[src/rtl/irq_router_pkg.sv]
package irq_router_pkg;

    parameter int NUM_SRC  = 9;
    parameter int NUM_LINE = 3;
    parameter int PEND_LSB = 16;
    parameter int DATA_W   = 32;
    parameter int ADDR_W   = 5;

    // Sources whose active level is hard-wired, and which of those are high
    localparam logic [NUM_SRC-1:0] FIXED_MASK = 9'b1_0000_0110;
    localparam logic [NUM_SRC-1:0] FIXED_HIGH = 9'b1_0000_0010;

    typedef enum logic [1:0] {
        SEL_POL  = 2'd0,
        SEL_LINE = 2'd1,
        SEL_NONE = 2'd2
    } reg_sel_e;

    // Word 0 is the polarity register, words 1..nline are line registers
    function automatic reg_sel_e decode_word(input int unsigned word,
                                             input int unsigned nline);
        if (word == 0)
            return SEL_POL;
        else if (word <= nline)
            return SEL_LINE;
        else
            return SEL_NONE;
    endfunction

endpackage

[src/rtl/irq_sync2.sv]
module irq_sync2 #(
    parameter int W = 9
) (
    input  logic         clk,
    input  logic         rst,
    input  logic [W-1:0] d,
    output logic [W-1:0] q
);
    logic [W-1:0] meta_q;

    always_ff @(posedge clk) begin
        if (rst) begin
            meta_q <= '0;
            q      <= '0;
        end else begin
            meta_q <= d;
            q      <= meta_q;
        end
    end
endmodule

[src/rtl/irq_polarity.sv]
module irq_polarity #(
    parameter int           W          = 9,
    parameter logic [W-1:0] FIXED_MASK = '0,
    parameter logic [W-1:0] FIXED_HIGH = '0
) (
    input  logic [W-1:0] level,
    input  logic [W-1:0] pol_cfg,
    output logic [W-1:0] active
);
    genvar i;
    generate
        for (i = 0; i < W; i++) begin : g_bit
            if (FIXED_MASK[i]) begin : g_fixed
                if (FIXED_HIGH[i]) begin : g_hi
                    assign active[i] = level[i];
                end else begin : g_lo
                    assign active[i] = ~level[i];
                end
            end else begin : g_cfg
                assign active[i] = pol_cfg[i] ? level[i] : ~level[i];
            end
        end
    endgenerate
endmodule

[src/rtl/irq_line_reg.sv]
module irq_line_reg #(
    parameter int W = 9
) (
    input  logic         clk,
    input  logic         rst,
    input  logic         wr,
    input  logic [W-1:0] wr_en_bits,
    input  logic [W-1:0] wr_ack_bits,
    input  logic [W-1:0] active,
    output logic [W-1:0] en_q,
    output logic [W-1:0] pend_q,
    output logic         req
);
    logic [W-1:0] ack;
    logic [W-1:0] pend_d;

    always_comb begin
        ack    = wr ? wr_ack_bits : '0;
        // acknowledge wins over a new set in the same cycle
        pend_d = (pend_q | (active & en_q)) & ~ack;
    end

    always_ff @(posedge clk) begin
        if (rst) begin
            en_q   <= '0;
            pend_q <= '0;
        end else begin
            if (wr)
                en_q <= wr_en_bits;
            pend_q <= pend_d;
        end
    end

    assign req = |pend_q;
endmodule

[src/rtl/irq_router.sv]
module irq_router
    import irq_router_pkg::*;
#(
    parameter int N_SRC  = NUM_SRC,
    parameter int N_LINE = NUM_LINE,
    parameter int P_LSB  = PEND_LSB,
    parameter int DW     = DATA_W,
    parameter int AW     = ADDR_W
) (
    input  logic          clk,
    input  logic          rst,
    input  logic [AW-1:0] reg_addr,
    input  logic          reg_we,
    input  logic [DW-1:0] reg_wdata,
    output logic [DW-1:0] reg_rdata,
    input  logic [N_SRC-1:0]  src_raw,
    output logic [N_LINE-1:0] irq_out
);
    localparam int WORD_W = AW - 2;
    localparam int IDX_W  = (N_LINE > 1) ? $clog2(N_LINE) : 1;

    logic [WORD_W-1:0] word;
    reg_sel_e          sel;
    logic [IDX_W-1:0]  line_idx;

    logic [N_SRC-1:0] pol_q;
    logic [N_SRC-1:0] src_sync;
    logic [N_SRC-1:0] src_act;

    logic [N_SRC-1:0] en_arr   [N_LINE];
    logic [N_SRC-1:0] pend_arr [N_LINE];
    logic [N_LINE*N_SRC-1:0] line_en;
    logic [N_LINE*N_SRC-1:0] line_pend;

    assign word     = reg_addr[AW-1:2];
    assign sel      = decode_word(32'(word), N_LINE);
    assign line_idx = IDX_W'(32'(word) - 32'd1);

    always_ff @(posedge clk) begin
        if (rst)
            pol_q <= '0;
        else if (reg_we && sel == SEL_POL)
            pol_q <= reg_wdata[N_SRC-1:0];
    end

    irq_sync2 #(.W(N_SRC)) u_sync (
        .clk (clk),
        .rst (rst),
        .d   (src_raw),
        .q   (src_sync)
    );

    irq_polarity #(
        .W          (N_SRC),
        .FIXED_MASK (FIXED_MASK),
        .FIXED_HIGH (FIXED_HIGH)
    ) u_pol (
        .level   (src_sync),
        .pol_cfg (pol_q),
        .active  (src_act)
    );

    genvar k;
    generate
        for (k = 0; k < N_LINE; k++) begin : g_line
            logic hit;
            assign hit = reg_we && (sel == SEL_LINE) && (line_idx == IDX_W'(k));

            irq_line_reg #(.W(N_SRC)) u_line (
                .clk         (clk),
                .rst         (rst),
                .wr          (hit),
                .wr_en_bits  (reg_wdata[N_SRC-1:0]),
                .wr_ack_bits (reg_wdata[P_LSB +: N_SRC]),
                .active      (src_act),
                .en_q        (en_arr[k]),
                .pend_q      (pend_arr[k]),
                .req         (irq_out[k])
            );

            assign line_en[k*N_SRC +: N_SRC]   = en_arr[k];
            assign line_pend[k*N_SRC +: N_SRC] = pend_arr[k];
        end
    endgenerate

    always_comb begin
        reg_rdata = '0;
        case (sel)
            SEL_POL: reg_rdata[N_SRC-1:0] = pol_q;
            SEL_LINE: begin
                reg_rdata[N_SRC-1:0]       = en_arr[line_idx];
                reg_rdata[P_LSB +: N_SRC]  = pend_arr[line_idx];
            end
            default: reg_rdata = '0;
        endcase
    end
endmodule

[config.mk]
export PLATFORM = sky130hd
export DESIGN_NAME = irq_router
export DESIGN_NICKNAME = d
export VERILOG_FILES = /design/src/rtl/irq_router_pkg.sv /design/src/rtl/irq_sync2.sv /design/src/rtl/irq_polarity.sv /design/src/rtl/irq_line_reg.sv /design/src/rtl/irq_router.sv
export SDC_FILE = /design/constraint.sdc
export NUM_CORES = 1
export LEC_CHECK = 0
export BUFFER_PORTS_ARGS = -buffer_cell sky130_fd_sc_hd__buf_4
export CORE_AREA = 2 2 100 102
export CTS_BUF_LIST = sky130_fd_sc_hd__clkbuf_8
export CTS_CLUSTER_SIZE = 25
export DETAILED_ROUTE_END_ITERATION = 16
export DIE_AREA = 0 0 102 104
export PLACE_DENSITY = 0.72
export SKIP_CTS_REPAIR_TIMING = 1
export SLEW_MARGIN = 20
export SYNTH_ARGS = -nofsm -noshare
export SYNTH_HDL_FRONTEND = slang
export SYNTH_HIERARCHICAL = 1
export SYNTH_SLANG_ARGS = --single-unit
[constraint.sdc]
create_clock -name clk -period 6.25 [get_ports clk]
set_input_delay 0.625 -clock clk [delete_from_list [all_inputs] [get_ports clk]]
set_output_delay 0.625 -clock clk [all_outputs]
set_load 0.05 [all_outputs]
==> key figures, run 1 <==
Worst setup path
  • Worst Path Arrival: just over 3000 ps
  • Worst-path fanout max: 23
  • Worst setup SP type: input port
  • WP data required: 5620 ps
  • Crit path capture: reg_rdata[2]
  • CP startpoint: reg_addr[2]
  • Worst Setup End Kind: output pin
  • Reg2reg path depth: 3
  • Critical R2R Launch: pol_q[0]
  • Setup CP Type: input port to output pin
  • Reg-to-reg setup timing slack: 5230 ps
  • Reg-to-reg endpoint: g_line[1].u_line/pend_q[0]

Global routing
  • Largest net degree at the start of global routing: 82
  • Via count of the first global-routing pass: ~2,700
  • Global-route wire length before repair: 13.7 mm
  • Total grt overflow: 0
  • Initial antenna violation count: 0
  • All-layer global routing usage: about 17%

Timing
  • FMAX: between 200 and 300 MHz
  • Final Max Tran Viols: 0
  • Measured slew at the worst slew-check pin: between 1000 and 1500 ps
  • Final Hold Vio Count: 0
  • Slew headroom: between 30% and 40%
  • # setup viols final: 0
  • Total negative slack: 0 ps
  • Min Tclk post-route: 3730 ps
  • Final worst clock skew: 5.87 ps
  • RSZ-0062 raised after global routing: false
  • Period utilization: 59.7%

Placed design
  • Placer Congestion: between 0.7 and 0.8
  • Port Buffer Count: 53
  • HPWL after detailed placement: 5.92 mm

Final layout
  • Fillcell total: 970
  • Share of layout cells above drive strength 1: 24.0%
  • Area delta synth->final: 12.8%
  • Diodes inserted: 0
  • Final core occ: 44.0%
  • Final #Nets: 465

Detailed routing
  • DR iter-0 viols: 190
  • Routed length per placed instance: 15.9 µm
  • Number of detailed-route iterations in the first pass: 4
  • Vias per cell: 5.07
  • Detail Route Antenna Nets: 0
  • Routed WL: 8.74 mm
  • DRC errors left: 0
  • Detailed-route via count: 2,789

Yosys
  • Most used DFF post-synth: dfxtp_1
  • Post-synth cell types: 34
  • Cells after synthesis: 373
  • Syn Std Cell Area: 3720 µm²
  • Top-count cell post-synth: dfxtp_1
  • Sequential area share after synthesis: between 40% and 50%
  • Synth cell count leaders: dfxtp_1 (81), nor2_1 (40), a21oi_1 (36)
  • Synth Register Bits: 81
  • EDFF count, synth: 0
  • Synth top area cells: dfxtp_1 (44%), mux2i_1 (7.3%), a21oi_1 (4.8%), a211oi_1 (4.8%), mux2_4 (4.0%)
  • Share of the synthesized area in the top cell type: 43.5%
  • Mean Syn Cell Area: 9.98 µm²
  • Cell taking the most area after synthesis: dfxtp_1
  • Synth warn: 6
  • Fraction of registers with async set/reset: 0%

Floorplanning
  • Core region area: 9550 µm²
  • Die area: between 10,000 and 15,000 µm²
  • I/O pins: 84
  • Vert. Die Dim: 104 µm
  • DIE WIDTH: 102 µm
  • Floorplan row count: 36
  • Starting density of the core: 39.0%

Power and ir drop
  • Maximum vdd drop: 0.000153 V
  • Reg power frac: 50.2%
  • Psw: 276 µW
  • Static Leak: 0.00159 µW
  • Internal: 790 µW
  • Pwr/cell area: 254 nW/µm²
  • Comb power frac: a little under an eighth
  • Clock share of power: between 30% and 40%
  • Sw frac: 25.9%

CTS
  • CTS max path bufs: 2
  • CTS tree: yes
  • Worst skew pair latency: 350 ps
  • Root Driver: clkbuf_8
  • Clock net sink count: 81
  • H-tree depth: 3
  • Clock transition at path regs: 70 ps
  • Num CTS Buffers: 9

Run status
  • Outcome: complete, no violations

Run
  • Max-capacitance violation count: 0

Worst hold path
  • Hold Crit Class: register to register
critical path, stage by stage:
cell,delay [ps]
buf_4,300
inv_1,130
ha_1,300
buf_4,320
nor2b_4,600
a22oi_1,170
o21ai_0,360
buf_4,280
sequential cells by signal, indices dropped and copies added (netlist names):
| register | count |
|---|---|
| pol_q | 9 |
| g_line.u_line/en_q | 27 |
| u_sync/meta_q | 9 |
| u_sync/q | 9 |
| g_line.u_line/pend_q | 27 |
metrics by stage:
stage	cells	setup slack (ps)	hold slack, ps	power [µW]	cell area [µm²]
after floorplan	386	2660	411	647	3770
after global placement	534	2580	417	670	3990
after detailed placement	534	2550	422	672	3990
after CTS	550	2530	440	1070	4200
after global routing	550	2420	456	1110	4200
final	550	2520	439	1070	4200
area by class of cell:
class / instances / area (µm²) / share of cell area [%]
multi-input cells: 262 / 1780 / 42.3
flip-flops and latches: 81 / 1620 / 38.6
repair buffers: 55 / 413 / 9.83
well taps: 133 / 166 / 3.96
clock buffers: 9 / 124 / 2.95
clock inverters: 7 / 86.3 / 2.06
inverters: 3 / 11.3 / 0.268
kinds of logic after synthesis:
logic type / Yosys count / synth area share, %
and+or+nand+nor: 101 / 13.0
AOI/OAI and AO/OA: 92 / 16.9
DFF: 81 / 43.5
muxes: 45 / 13.7
buffers and inverters: 43 / 10.0
xor gates and xnor gates: 6 / 1.41
adders and majority gates: 4 / 1.34
other: 1 / 0.101
how the worst min path moves through the flow:
stage	end	from	slack, ps	depth (start not counted)
global route	u_sync/q[2]	u_sync/meta_q[2]	460	1
detailed placement	u_sync/q[5]	u_sync/meta_q[5]	420	1
floorplan	u_sync/q[8]	u_sync/meta_q[8]	410	1
CTS	u_sync/q[5]	u_sync/meta_q[5]	440	1
global placement	u_sync/q[5]	u_sync/meta_q[5]	420	1
finish	u_sync/q[5]	u_sync/meta_q[5]	440	1
metal layers:
layer  up-vias  track usage (%)  share of wire, %
li1       1359                -                 -
met3        14             2.76               6.7
met2        98             26.9                47
met4         0             7.14               1.8
met5         -                0                 0
met1      1318             22.1                45
power groups by stage:
| stage | logic (µW) | clock network, µW | registers, µW |
|---|---|---|---|
| after floorplan | 102 | 0 | 545 |
| after global placement | 123 | 0 | 547 |
| after detailed placement | 125 | 0 | 548 |
| after CTS | 125 | 414 | 535 |
| after global routing | 133 | 438 | 537 |
| final | 125 | 406 | 535 |
layout by cell type, fill, tap and decap left out:
cell type / n
mux2_4: 10
inv_1: 4
a21oi_1: 36
and3_1: 3
o21ai_1: 1
mux2_2: 8
buf_4: 55
a211oi_1: 24
dfxtp_1: 81
nand3_1: 12
bufinv_16: 2
clkinv_2: 3
nor3_1: 3
nor4_1: 3
o21ai_2: 2
o21ai_0: 7
clkbuf_8: 9
a22oi_2: 6
mux2i_1: 27
nor2b_4: 1
nand2_1: 19
and2b_1: 7
nand3b_1: 1
a211oi_2: 3
ha_1: 4
o21a_1: 1
a22oi_1: 12
nor2b_1: 12
clkinvlp_4: 1
xnor2_1: 6
conb_1: 14
nor2_1: 40
Power figures use the tool's default switching activity.
==> run 2, diff against run 1 <==
- clock period: 6.25 -> 3.7 ns (I/O delays scaled with it)
==> key figures, run 2 (synthesized netlist as in run 1, its figures left out) <==
Run status
  • Outcome: complete, no violations

Worst setup path
  • Reg-to-reg setup timing slack: between 2000 and 3000 ps
  • Worst Setup End Kind: output pin
  • Slowest CP cell: mux2_2
  • Worst-path fanout max: 23
  • WP data required: 3330 ps
  • Reg2reg path depth: 3
  • Worst Path Arrival: 2400 ps
  • Reg-to-reg endpoint: g_line[0].u_line/pend_q[6]
  • Setup CP Type: input port to output pin
  • Most common cell on crit path: buf_4
  • Worst setup SP type: input port
  • Worst-path cell chain: buf_4 > inv_1 > ha_1 > buf_4 > mux2_2 > a22oi_1 > o21ai_0 > buf_4
  • Critical R2R Launch: pol_q[6]
  • Delay of the slowest critical-path stage: approximately 370 ps

Power and ir drop
  • Pwr/cell area: 412 nW/µm²
  • Maximum vdd drop: 0.000189 V
  • Static Leak: 0.00160 µW

Detailed routing
  • DR iter-0 viols: 133
  • Detailed-route via count: 2,807
  • DRC errors left: 0
  • Detail Route Antenna Nets: 0
  • Routed WL: around 8.7 mm
  • Routed length per placed instance: 15.7 µm
  • Vias per cell: 5.06
  • Number of detailed-route iterations in the first pass: 4

Placed design
  • Port Buffer Count: 53
  • HPWL after detailed placement: a little under 6 mm
  • DP Cell Count: between 500 and 600
  • Placer Congestion: 0.790
  • Post-placement setup slack: 906 ps

Global routing
  • All-layer global routing usage: 16.6%
  • Via count of the first global-routing pass: 2,612
  • Global-route wire length before repair: 13.5 mm
  • Largest net degree at the start of global routing: 82
  • Initial antenna violation count: 0
  • Total grt overflow: 0

Final layout
  • Final cell count without fillers: 555
  • Area delta synth->final: 13.3%
  • Most frequent cells in the layout: dfxtp_1 (81), buf_4 (61), nor2_1 (40)
  • Diodes inserted: 0
  • Final #Nets: 471
  • Biggest regs: g_line.u_line/en_q x27, g_line.u_line/pend_q x27
  • Final core occ: 44.2%
  • Fillcell total: ~940
  • Commonest non-fill, non-tap cell in the layout: dfxtp_1
  • FF+latch area: 1620 µm²
  • Share of layout cells above drive strength 1: 24.9%
  • Multi-input logic area: roughly 1800 µm²

Timing
  • Period utilization: 74.8%
  • RSZ-0062 raised after global routing: false
  • # setup viols final: 0
  • Setup ws final: 932 ps
  • Final Hold Vio Count: 0
  • Measured slew at the worst slew-check pin: 903 ps
  • Total negative slack: 0 ps
  • Slew headroom: 39.8%
  • Final Max Tran Viols: 0
  • Final worst clock skew: 7.56 ps
  • Min Tclk post-route: 2770 ps
  • FMAX: approximately 360 MHz

CTS
  • Root Driver: clkbuf_8
  • Clock net sink count: 81
  • Worst skew pair latency: 360 ps
  • Clock transition at path regs: 80 ps
  • CTS tree: yes
  • Num CTS Buffers: 9
  • CTS max path bufs: 2
  • H-tree depth: 3

Floorplanning
  • Core region area: 9550 µm²
  • I/O pins: 84
  • Floorplan row count: 36
  • Vert. Die Dim: 104 µm
  • Die area: 10,600 µm²
  • DIE WIDTH: 102 µm
  • Starting density of the core: between 30% and 40%

Worst hold path
  • Hold Crit Class: input port to register
  • Hold Path Sink: g_line[0].u_line/pend_q[0]
  • HP Start: reg_wdata[16]
  • Worst Hold Depth: 2

Run
  • Max-capacitance violation count: 0
## run 2: changes by cell type in the layout (fill, tap and decap cells not counted)
cell / before / now
buf_4: 55 / 61
clkinv_2: 3 / 1
clkinvlp_4: 1 / 3
bufinv_16: 2 / 1
## run 2: power breakdown
| group | total, µW | switching (µW) | internal [µW] |
|---|---|---|---|
| sequential | 904 | 12.8 | 892 |
| clock | 618 | 315 | 304 |
| combinational | 214 | 142 | 72.3 |
| total | 1740 | 469 | 1270 |
## run 2: worst max-delay path by stage
stage	start	end	slack, ps
after floorplan	reg_addr[2]	reg_rdata[0]	620
after global placement	reg_addr[2]	reg_rdata[2]	960
after detailed placement	reg_addr[2]	reg_rdata[2]	910
after CTS	reg_addr[2]	reg_rdata[2]	900
after global routing	reg_addr[2]	reg_rdata[2]	770
final	reg_addr[2]	reg_rdata[2]	930
## run 2: cell type report
cell class / count / share of cell area [%]
multi-input combinational: 262 / 42.1
tap: 133 / 3.94
timing repair buffer: 61 / 10.9
clock inverter: 6 / 1.45
clock buffer: 9 / 2.94
inverter: 3 / 0.267
sequential: 81 / 38.4
## run 2: worst max-delay path: cells and delay by family
kind / cells / cell delay, ps
buffers and inverters: 4 / 990
adder cells (fa/ha/maj): 1 / 310
AO/OA/AOI/OAI: 2 / 330
multiplexers: 1 / 370
## run 2: per-stage QoR
stage | total power, µW | hold WS [ps] | area [µm²]
floorplan | 1090 | 411 | 3770
CTS | 1750 | 200 | 4220
global route | 1800 | 197 | 4220
finish | 1740 | 206 | 4220
detailed placement | 1140 | 424 | 4030
global placement | 1130 | 417 | 4030
## run 2: per-layer routing
| metal | share of wire, % | GRT usage (%) | up-vias |
|---|---|---|---|
| li1 | - | - | 1377 |
| met1 | 44 | 22.3 | 1309 |
| met2 | 46 | 25.0 | 102 |
| met3 | 8.0 | 4.03 | 19 |
| met4 | 2.2 | 7.43 | 0 |
| met5 | 0 | 0 | - |
==> run 3, diff against run 2 <==
- PLACE_DENSITY: 0.72 -> 0.74
- clock period: 3.7 -> 2.3 ns (I/O delays scaled with it)
==> key figures, run 3 (synthesized netlist as in run 1, its figures left out) <==
Final layout
  • Final cell count without fillers: 561
  • Diodes inserted: 0
  • Area delta synth->final: 17.3%
  • Final #Nets: 476
  • Fillcell total: around 920
  • Most frequent cells in the layout: dfxtp_1 (81), buf_4 (64), a21oi_1 (36)
  • Biggest regs: g_line.u_line/en_q x27, g_line.u_line/pend_q x27
  • Multi-input logic area: 1830 µm²
  • Commonest non-fill, non-tap cell in the layout: dfxtp_1
  • Fin area: 4370 µm²
  • Share of layout cells above drive strength 1: 29.9%
  • FF+latch area: 1620 µm²

Detailed routing
  • Detail Route Antenna Nets: 0
  • Detailed-route via count: 2,845
  • DR iter-0 viols: 183
  • Routed length per placed instance: roughly 16 µm
  • Vias per cell: 5.07
  • Number of detailed-route iterations in the first pass: 4
  • Routed WL: 8.71 mm
  • DRC errors left: 0

CTS
  • Root Driver: clkbuf_8
  • Worst skew pair latency: 350 ps
  • Clock net sink count: 81
  • Num CTS Buffers: 9
  • Clock transition at path regs: 90 ps
  • CTS tree: yes
  • H-tree depth: 3
  • CTS max path bufs: 2

Global routing
  • Global-route wire length before repair: around 14 mm
  • Initial antenna violation count: 0
  • Via count of the first global-routing pass: between 2,000 and 3,000
  • Total grt overflow: 0
  • All-layer global routing usage: between 15 and 20%
  • Largest net degree at the start of global routing: 82

Placed design
  • HPWL after detailed placement: 6.08 mm
  • Placed cell area: 4150 µm²
  • Post-placement setup slack: 69.0 ps
  • Port Buffer Count: 53
  • DP Cell Count: 545
  • Placer Congestion: roughly 0.81

Power and ir drop
  • Sw frac: about a quarter
  • Reg power frac: 49.2%
  • Clock share of power: a little under two fifths
  • Comb power frac: 12.7%
  • Psw: 775 µW
  • Maximum vdd drop: 0.000419 V
  • Internal: 2180 µW
  • Static Leak: 0.00166 µW
  • Pwr/cell area: 677 nW/µm²

Worst hold path
  • Hold Crit Class: input port to register

Floorplanning
  • I/O pins: 84
  • Vert. Die Dim: around 100 µm
  • Die area: ~11,000 µm²
  • Core region area: 9550 µm²
  • DIE WIDTH: 102 µm
  • Floorplan row count: 36
  • Starting density of the core: 39.0%

Worst setup path
  • Most common cell on crit path: buf_4
  • Slowest CP cell: ha_2
  • Worst path bufs/invs: 4
  • Worst Path Arrival: 1900 ps
  • Worst Setup End Kind: output pin
  • Setup CP Type: input port to output pin
  • Worst-path fanout max: 9
  • Crit path max-delay family: buffers and inverters
  • Delay of the slowest critical-path stage: 470 ps
  • Worst setup SP type: input port
  • Worst-path cell chain: buf_4 > inv_1 > ha_2 > buf_4 > mux2_2 > a22oi_1 > o21ai_2 > buf_4
  • WP data required: 2070 ps

Timing
  • FMAX: ~470 MHz
  • Min Tclk post-route: 2130 ps
  • Setup ws final: 166 ps
  • Final Max Tran Viols: 0
  • Measured slew at the worst slew-check pin: ~820 ps
  • Slew headroom: 45.4%
  • # setup viols final: 0
  • Final worst clock skew: 11.5 ps
  • RSZ-0062 raised after global routing: false
  • Final Hold Vio Count: 0
  • Period utilization: 92.8%

Run status
  • Outcome: complete, no violations

Run
  • Max-capacitance violation count: 0
run 3: final cells by class:
| class | count | area share [%] |
|---|---|---|
| clock buffers | 9 | 2.84 |
| clock inverters | 7 | 2.21 |
| inverters | 3 | 0.258 |
| multi-input cells | 262 | 41.9 |
| flip-flops and latches | 81 | 37.1 |
| well taps | 133 | 3.81 |
| repair buffers | 66 | 11.9 |
run 3: per-stage QoR:
stage / util (%) / hold slack [ps] / setup TNS, ps / power [µW]
floorplan: - / 302 / -125 / 1760
global placement: 43.4 / 418 / 0 / 1850
detailed placement: 43.4 / 423 / 0 / 1860
CTS: 45.7 / 62.5 / 0 / 2970
global route: 45.7 / 66.2 / 0 / 3060
finish: 45.7 / 71.4 / 0 / 2960
run 3: layer usage:
layer | up-vias | global-route usage (%) | wire length (µm)
met1 | 1349 | 21.5 | 3870
met2 | 94 | 26.2 | 4130
met4 | 0 | 6.10 | 126
li1 | 1388 | - | -
met3 | 14 | 4.03 | 573
met5 | - | 0 | 0
run 3: power by group through the flow:
stage          registers [µW]  logic (µW)  clock network, µW
6_report                 1460         375               1130
5_1_grt                  1460         399               1200
4_1_cts                  1450         372               1150
3_5_place_dp             1490         371                  0
3_3_place_gp             1490         364                  0
2_1_floorplan            1480         284                  0
run 3: worst paths after layout:
kind / slack [ps] / from / endpoint / cells past startpoint
worst max-delay path: 170 / reg_addr[3] / reg_rdata[5] / 8
worst min-delay path: 70 / reg_wdata[19] / g_line[1].u_line/pend_q[3] / 2
worst max register to register: 1230 / pol_q[3] / g_line[0].u_line/pend_q[3] / 3
worst min register to register: 440 / u_sync/meta_q[0] / u_sync/q[0] / 1
